File: src/rtl/wdog_pkg.sv
package wdog_pkg;
  typedef enum logic [1:0] {
    WD_OFF   = 2'b00,
    WD_AWAKE = 2'b01,
    WD_SOFT  = 2'b10,
    WD_ON    = 2'b11
  } wd_mode_e;
endpackage

File: src/rtl/wdog_enable.sv
module wdog_enable
  import wdog_pkg::*;
(
  input  logic [1:0] mode_i,
  input  logic       sw_en_i,
  input  logic       asleep_i,
  output logic       en_o
);
  wd_mode_e mode;
  assign mode = wd_mode_e'(mode_i);

  always_comb begin
    unique case (mode)
      WD_OFF:   en_o = 1'b0;
      WD_AWAKE: en_o = ~asleep_i;
      WD_SOFT:  en_o = sw_en_i;
      WD_ON:    en_o = 1'b1;
      default:  en_o = 1'b0;
    endcase
  end
endmodule

File: src/rtl/wdog_clear_hold.sv
module wdog_clear_hold (
  input  logic clk_i,
  input  logic rst_ni,
  input  logic tick_i,
  input  logic clr_i,
  input  logic sleep_enter_i,
  input  logic osc_chg_i,
  input  logic clk_fail_i,
  output logic zero_o
);
  logic strobe;
  logic pend_q;

  assign strobe = clr_i | sleep_enter_i | osc_chg_i;

  // strobe held until the slow tick that applies it
  always_ff @(posedge clk_i or negedge rst_ni) begin
    if (!rst_ni)      pend_q <= 1'b0;
    else if (tick_i)  pend_q <= 1'b0;
    else if (strobe)  pend_q <= 1'b1;
  end

  assign zero_o = pend_q | strobe | clk_fail_i;
endmodule

File: src/rtl/wdog_counter.sv
module wdog_counter #(
  parameter int PRE_DIV     = 128,
  parameter int POST_STAGES = 20,
  parameter int SEL_W       = 4
) (
  input  logic             clk_i,
  input  logic             rst_ni,
  input  logic             tick_i,
  input  logic             hold_i,
  input  logic [SEL_W-1:0] sel_i,
  output logic             hit_o
);
  localparam int PRE_W = (PRE_DIV > 2) ? $clog2(PRE_DIV) : 1;
  localparam int SH_W  = $clog2(POST_STAGES + 1);
  localparam logic [PRE_W-1:0] PRE_LAST = PRE_W'(PRE_DIV - 1);

  logic [PRE_W-1:0]       pre_q;
  logic [POST_STAGES-1:0] post_q;
  logic [SH_W-1:0]        sel_eff;
  logic [POST_STAGES-1:0] mask;
  logic                   pre_last;
  logic                   post_done;

  always_comb begin
    if (int'(sel_i) > POST_STAGES) sel_eff = SH_W'(POST_STAGES);
    else                           sel_eff = SH_W'(sel_i);
  end

  assign mask      = ~({POST_STAGES{1'b1}} << sel_eff);
  assign pre_last  = (pre_q == PRE_LAST);
  assign post_done = (post_q == mask);

  always_ff @(posedge clk_i or negedge rst_ni) begin
    if (!rst_ni) begin
      pre_q  <= '0;
      post_q <= '0;
    end else if (tick_i) begin
      if (hold_i) begin
        pre_q  <= '0;
        post_q <= '0;
      end else if (pre_last) begin
        pre_q  <= '0;
        post_q <= post_done ? '0 : post_q + 1'b1;
      end else begin
        pre_q  <= pre_q + 1'b1;
      end
    end
  end

  assign hit_o = tick_i & ~hold_i & pre_last & post_done;
endmodule

File: src/rtl/wdog_postscale.sv
module wdog_postscale #(
  parameter int PRE_DIV     = 128,
  parameter int POST_STAGES = 20,
  parameter int SEL_W       = 4
) (
  input  logic             clk_i,
  input  logic             rst_ni,
  input  logic             lf_tick_i,
  input  logic [1:0]       en_mode_i,
  input  logic             sw_en_i,
  input  logic [SEL_W-1:0] ps_sel_i,
  input  logic             clr_i,
  input  logic             sleep_enter_i,
  input  logic             osc_chg_i,
  input  logic             clk_fail_i,
  input  logic             asleep_i,
  output logic             rst_req_o,
  output logic             wake_req_o,
  output logic             lf_osc_req_o
);
  logic en;
  logic zero_req;
  logic hit;
  logic rst_q, wake_q;

  wdog_enable u_enable (
    .mode_i  (en_mode_i),
    .sw_en_i (sw_en_i),
    .asleep_i(asleep_i),
    .en_o    (en)
  );

  wdog_clear_hold u_clear (
    .clk_i        (clk_i),
    .rst_ni       (rst_ni),
    .tick_i       (lf_tick_i),
    .clr_i        (clr_i),
    .sleep_enter_i(sleep_enter_i),
    .osc_chg_i    (osc_chg_i),
    .clk_fail_i   (clk_fail_i),
    .zero_o       (zero_req)
  );

  wdog_counter #(
    .PRE_DIV    (PRE_DIV),
    .POST_STAGES(POST_STAGES),
    .SEL_W      (SEL_W)
  ) u_counter (
    .clk_i (clk_i),
    .rst_ni(rst_ni),
    .tick_i(lf_tick_i),
    .hold_i(zero_req | ~en),
    .sel_i (ps_sel_i),
    .hit_o (hit)
  );

  always_ff @(posedge clk_i or negedge rst_ni) begin
    if (!rst_ni) begin
      rst_q  <= 1'b0;
      wake_q <= 1'b0;
    end else begin
      rst_q  <= hit & ~asleep_i;
      wake_q <= hit & asleep_i;
    end
  end

  assign rst_req_o    = rst_q;
  assign wake_req_o   = wake_q;
  assign lf_osc_req_o = en;
endmodule

File: config.mk
export PLATFORM = sky130hd
export DESIGN_NAME = wdog_postscale
export DESIGN_NICKNAME = d
export VERILOG_FILES = /design/src/rtl/wdog_pkg.sv /design/src/rtl/wdog_enable.sv /design/src/rtl/wdog_clear_hold.sv /design/src/rtl/wdog_counter.sv /design/src/rtl/wdog_postscale.sv
export SDC_FILE = /design/constraint.sdc
export NUM_CORES = 1
export LEC_CHECK = 0
export BUFFER_PORTS_ARGS = -buffer_cell sky130_fd_sc_hd__buf_2
export CORE_MARGIN = 4
export CORE_UTILIZATION = 57
export DETAILED_ROUTE_END_ITERATION = 16
export PLACE_DENSITY = 0.87
export SLEW_MARGIN = 20
export SYNTH_ARGS = -nofsm -noshare
export SYNTH_HDL_FRONTEND = slang
export SYNTH_HIERARCHICAL = 1
export SYNTH_SLANG_ARGS = --single-unit
File: constraint.sdc
create_clock -name clk_i -period 2.6 [get_ports clk_i]
set_input_delay 0.26 -clock clk_i [delete_from_list [all_inputs] [get_ports clk_i]]
set_output_delay 0.26 -clock clk_i [all_outputs]
set_load 0.01 [all_outputs]
# Word-level counts from Yosys, hierarchy flattened
# Index checks and enable logic that the tools add are counted.
[totals]
regBits = 30
in_bits = 15
wordCells = 39
[op_classes]
n_addsub = 2
n_eq_ne = 5
shifts = 1
n_mux = 8
bitwise_logic = 14
reduce_logical = 4
[ops]
columns = ["operator", "count"]
rows = [
  ["$mux 20", 3],
  ["$add 20x1->20 const B", 1],
  ["$eq 20x20->1", 1],
  ["$not 20->20", 1],
  ["$shl 20x4->20 const A", 1],
  ["$mux 7", 2],
  ["$add 7x1->7 const B", 1],
  ["$eq 7x7->1 const B", 1],
  ["$and 1x1->1", 5],
  ["$or 1x1->1", 5],
  ["$eq 2x2->1 const B", 2],
  ["$pmux 1 s4", 1],
  ["$reduce_bool 2->1", 2],
  ["$not 1->1", 3],
  ["$eq 2x1->1 const B", 1],
  ["$logic_not 2->1", 1],
  ["$mux 1", 2],
  ["$reduce_and 2->1", 1],
]

# Longest topological paths before layout
[depth]
ltp_word = 10
depth_mapped = 11

# By module
# Netlist, hierarchy kept.
[by_module_without_submodules]
columns = ["mod", "instances", "cells_per_inst", "area_per_inst_um2", "seq_area_each_um2"]
rows = [
  ["wdog_counter", 1, 228, 1896.8, 675.6],
  ["wdog_postscale", 1, 5, 72.6, 50.0],
  ["wdog_clear_hold", 1, 4, 47.5, 25.0],
  ["wdog_enable", 1, 3, 13.8, 0.0],
]

# Worst setup path after synthesis
# Ideal clock, no wire load.
[synth_timing]
path_type = "flip-flop to flip-flop"
startpoint = "register u_counter.post_q[13]"
endpoint = "register u_counter.post_q[1]"
arrival_time_ps = 1894
required_time_ps = 2479
path_slack_ps = 585
path_stages_with_launch = 10
synth_period_minus_slack_ps = 2015
cell_sequence = "dfrtp_1 -> clkbuf_2 -> nor2b_1 -> a2111oi_0 -> a21boi_1 -> a211oi_4 -> a21oi_2 -> buf_6 -> buf_6 -> a22o_1"
[synth_between]
elab_chain_len = 4
[synth_lines]
columns = ["element", "line_no", "source"]
rows = [
  ["from (decl)", "wdog_counter.sv:18", "logic [POST_STAGES-1:0] post_q;"],
  ["from (signal assigned)", "wdog_counter.sv:43", "post_q <= post_done ? '0 : post_q + 1'b1;"],
  ["$eq 20x20->1", "wdog_counter.sv:31", "assign post_done = (post_q == mask);"],
  ["$mux 20", "wdog_counter.sv:43", ""],
  ["$mux 20", "wdog_counter.sv:41", "end else if (pre_last) begin"],
  ["$mux 20", "wdog_counter.sv:38", "if (hold_i) begin"],
]
# No other way between the ends. The select of a mux whose other input is x is not followed.
# A chain may end at the register's enable or synchronous reset.

# Final worst setup path
[layout_timing]
startpoint = "register u_counter.post_q[13]"
endpoint = "register u_counter.post_q[4]"
# Same word-level chain as after synthesis.

==> results.sh <==
export IMPL_p_switching_uw=208.2
export IMPL_htree_num_levels=2
export IMPL_p_total_uw=807.3
export IMPL_drc=0
export IMPL_start_kind="flop"
export IMPL_numCtsBuffers=5
export IMPL_dp_slack_ns=0.3098
export IMPL_postCtsHoldBufs=1
export IMPL_chipWidth_um=67.69
export IMPL_drv_cap=0
export IMPL_row_count=21
export IMPL_dr_total_vias=1830
export IMPL_syn_avg_cell_area_um2=8.461
export IMPL_ctsResizeCount=0
export IMPL_wl_per_cell_um=14.72
export IMPL_drt_iter0_drc=244
export IMPL_synthFlopType="dfrtp_1"
export IMPL_routed_wl_met3_um=256
export IMPL_area_growth_pct=7.147
export IMPL_initial_utilization_pct=59.91
export IMPL_cts_root_buf="clkbuf_4"
export IMPL_highest_layer="met4"
export IMPL_period_share_pct=87.46
export IMPL_cts_sinks=30
export IMPL_grt_pass1_vias=1547
export IMPL_internal_power_uw=599.2
export IMPL_timing_hold_ws_ns=0.1665
export IMPL_hold_violations=0
export IMPL_num_antenna_cells=0
export IMPL_clkPwrFrac_pct=32.1
export IMPL_place_gp_congestion=0.9323
export IMPL_postCtsSetupBuffers=0
export IMPL_dp_hpwl_mm=3.217
export IMPL_synth_edff_count=0
export IMPL_route_met2_wl_mm=2.021
export IMPL_relSlewSlack_pct=49.50
export IMPL_syn_inst=240
export IMPL_tightest_slew_ns=0.7524
export IMPL_n_fill_cell=284
export IMPL_viasPerCell=6.080
export IMPL_run_status="complete, no violations"
export IMPL_crit_fanout=9
export IMPL_grt_max_degree=31
export IMPL_cp_slowest_cell="dfrtp_1"
export IMPL_yosys_register_bits=30
export IMPL_drive_above_1_share_pct=14.51
export IMPL_worstPathRequired_ns=2.82
export IMPL_drv_slew=0
export IMPL_crit_start="u_counter/post_q[13]"
export IMPL_hp_class="in -> reg"
export IMPL_crit_path_max_incr_delay_ns=0.52
export IMPL_die_h_um=67.69
export IMPL_synth_nets=257
export IMPL_power_leakage_uw=0.0008932
export IMPL_final_setup_viol_count=0
export IMPL_worstSkewPairLatency_ns=0.34
export IMPL_core_area_um2=3390
export IMPL_fin_crit_ns=2.274
export IMPL_ant_nets=0
export IMPL_p_comb_share_pct=9.6
export IMPL_antenna_found_initial=0
export IMPL_cts_buffer_depth=2
export IMPL_swShare_pct=25.78
export IMPL_fin_ws_ns=0.3261
export IMPL_path_class="reg -> reg"
export IMPL_design_area_um2=2176
export IMPL_nets=272
export IMPL_routed_wl_mm=4.430
export IMPL_crit_end="u_counter/post_q[4]"
export IMPL_dieArea_um2=4581
export IMPL_crit_buf_inv=0
export IMPL_ys_seq_area_share_pct=36.97
export IMPL_numPortBuffers=17
export IMPL_setup_tns_ns=0
export IMPL_syn_cell_area_um2=2031
export IMPL_pwr_share_seq_pct=58.4
export IMPL_placed_cell_area_um2=2121
export IMPL_ys_types=52
export IMPL_crit_chain="and4b_1, a2111oi_0, a21boi_1, a211oi_4, a21oi_2, and3_1, a221o_1"
export IMPL_async_flop_share_pct=100.0
export IMPL_cts_tree="done"
export IMPL_rr_startpoint="u_counter/post_q[13]"
export IMPL_drt_met1_wl_mm=2.070
export IMPL_cp_depth=7
export IMPL_rr_endpoint="u_counter/post_q[4]"
export IMPL_end_kind="flop"
export IMPL_cp_top_family="compound AO/OA/AOI/OAI gates"
export IMPL_reg2reg_depth=7
export IMPL_fin_skew_ns=0.009665
export IMPL_drtPass1Iterations=4
export IMPL_r2r_setup_slack_ns=0.33
export IMPL_ir_drop_mv=0.2928
export IMPL_p_per_area_nw_per_um2=371.0
export IMPL_grt_use_total_pct=21.28
export IMPL_fmax_mhz=439.8
export IMPL_path_clk_slew_ns=0.10
export IMPL_grt_pass1_wl_mm=7.265
export IMPL_rsz0062_at_grt="false"
export IMPL_crit_arrival_ns=2.49
export IMPL_ios=18
export IMPL_yosysWarnings=6
export IMPL_overflow=0
==> how the worst min path moves through the flow <==
stage          startpoint              endpoint  depth (start not counted)
6_report        osc_chg_i        u_clear/pend_q                          3
5_1_grt          asleep_i            wake_req_o                          2
4_1_cts         osc_chg_i        u_clear/pend_q                          3
3_5_place_dp       rst_ni  u_counter/post_q[17]                          1
3_3_place_gp       rst_ni  u_counter/post_q[17]                          1
2_1_floorplan      rst_ni             rst_req_o                          0
==> cell families (layout without fill, tap and decap cells) <==
logic type | Yosys count | in the layout | share of synthesized area (%)
fa+ha+maj | 2 | 2 | 1.232
flops | 30 | 30 | 36.97
compound gates | 60 | 60 | 19.84
mux | 5 | 5 | 2.526
xor+xnor | 7 | 7 | 3.019
buf+inv | 25 | 40 | 6.469
simple gates | 111 | 111 | 29.94
==> per-layer routing <==
metal	global-route usage, %	vias to the layer above
met1	27.71	861
li1	-	905
met3	6.988	11
met2	33.41	53
met4	6.329	0
met5	0	-
==> placed cells by master (no fill, tap or decap), types with 3 or more instances in the layout <==
cell / netlist / routed
buf_4: 1 / 6
nor4_1: 4 / 4
nor3b_1: 3 / 3
a31oi_1: 4 / 4
nand2_1: 28 / 28
inv_1: 9 / 9
a211oi_1: 5 / 5
xnor2_1: 3 / 3
o31ai_1: 3 / 3
and3_1: 7 / 7
nand3_1: 19 / 19
nand4_1: 6 / 6
nor2b_1: 3 / 3
nand3b_1: 6 / 6
xor2_1: 4 / 4
clkbuf_4: 0 / 5
dfrtp_1: 30 / 30
a21oi_1: 8 / 8
o21ai_0: 12 / 12
nor3_1: 5 / 5
o211ai_1: 3 / 3
mux2i_1: 4 / 4
buf_2: 2 / 17
nor2_1: 18 / 18
o21ai_1: 7 / 7
nand2b_1: 3 / 3
==> sequential cells by signal, indices dropped and copies added (netlist names) <==
register	count
rst_req_o	1
u_clear/pend_q	1
u_counter/post_q	20
u_counter/pre_q	7
wake_req_o	1
==> tightest hold or removal path: stages <==
cell	delay (ns)
buf_2	0.08
nor4_2	0.04
nor2_1	0.08
==> cell type report <==
cell class / instances / area [um^2] / share of cell area, %
multi-input cells: 185 / 1149 / 52.79
flip-flops and latches: 30 / 750.7 / 34.50
repair buffers: 24 / 140.1 / 6.440
well taps: 46 / 57.56 / 2.645
clock buffers: 7 / 45.04 / 2.070
inverters: 9 / 33.78 / 1.553
==> power groups by stage <==
stage	clock network [uW]	logic (uW)	registers, uW
after global placement	0	75.4	480
after global routing	290	88.0	472
final	259	77.5	471
after floorplan	0	50.0	480
after CTS	262	78.3	471
after detailed placement	0	77.2	480
==> stage by stage <==
step                cells  utilization, %
finish                301           64.19
global route          301           64.19
CTS                   301           64.19
detailed placement    293           62.57
global placement      293           62.57
floorplan             240               -
==> synthesized netlist by cell type, types with 3 or more instances <==
| library cell | instances | area share, % |
|---|---|---|
| a21oi_1 | 8 | 2.0 |
| a31oi_1 | 4 | 1.2 |
| xor2_1 | 4 | 1.7 |
| nand3_1 | 19 | 4.7 |
| nor4_1 | 4 | 1.2 |
| dfrtp_1 | 30 | 37 |
| nand4_1 | 6 | 1.8 |
| xnor2_1 | 3 | 1.3 |
| nand2b_1 | 3 | 0.92 |
| a211oi_1 | 5 | 1.8 |
| o21ai_1 | 7 | 1.7 |
| nand2_1 | 28 | 5.2 |
| nor2_1 | 18 | 3.3 |
| o211ai_1 | 3 | 1.1 |
| clkbuf_1 | 8 | 1.5 |
| and3_1 | 7 | 2.2 |
| o31ai_1 | 3 | 1.1 |
| inv_1 | 9 | 1.7 |
| buf_6 | 4 | 2.2 |
| o21ai_0 | 12 | 3.0 |
| nor2b_1 | 3 | 0.92 |
| mux2i_1 | 4 | 2.0 |
| nand3b_1 | 6 | 2.2 |
| nor3_1 | 5 | 1.2 |
| nor3b_1 | 3 | 1.1 |
(Power assumes the default switching activity.)
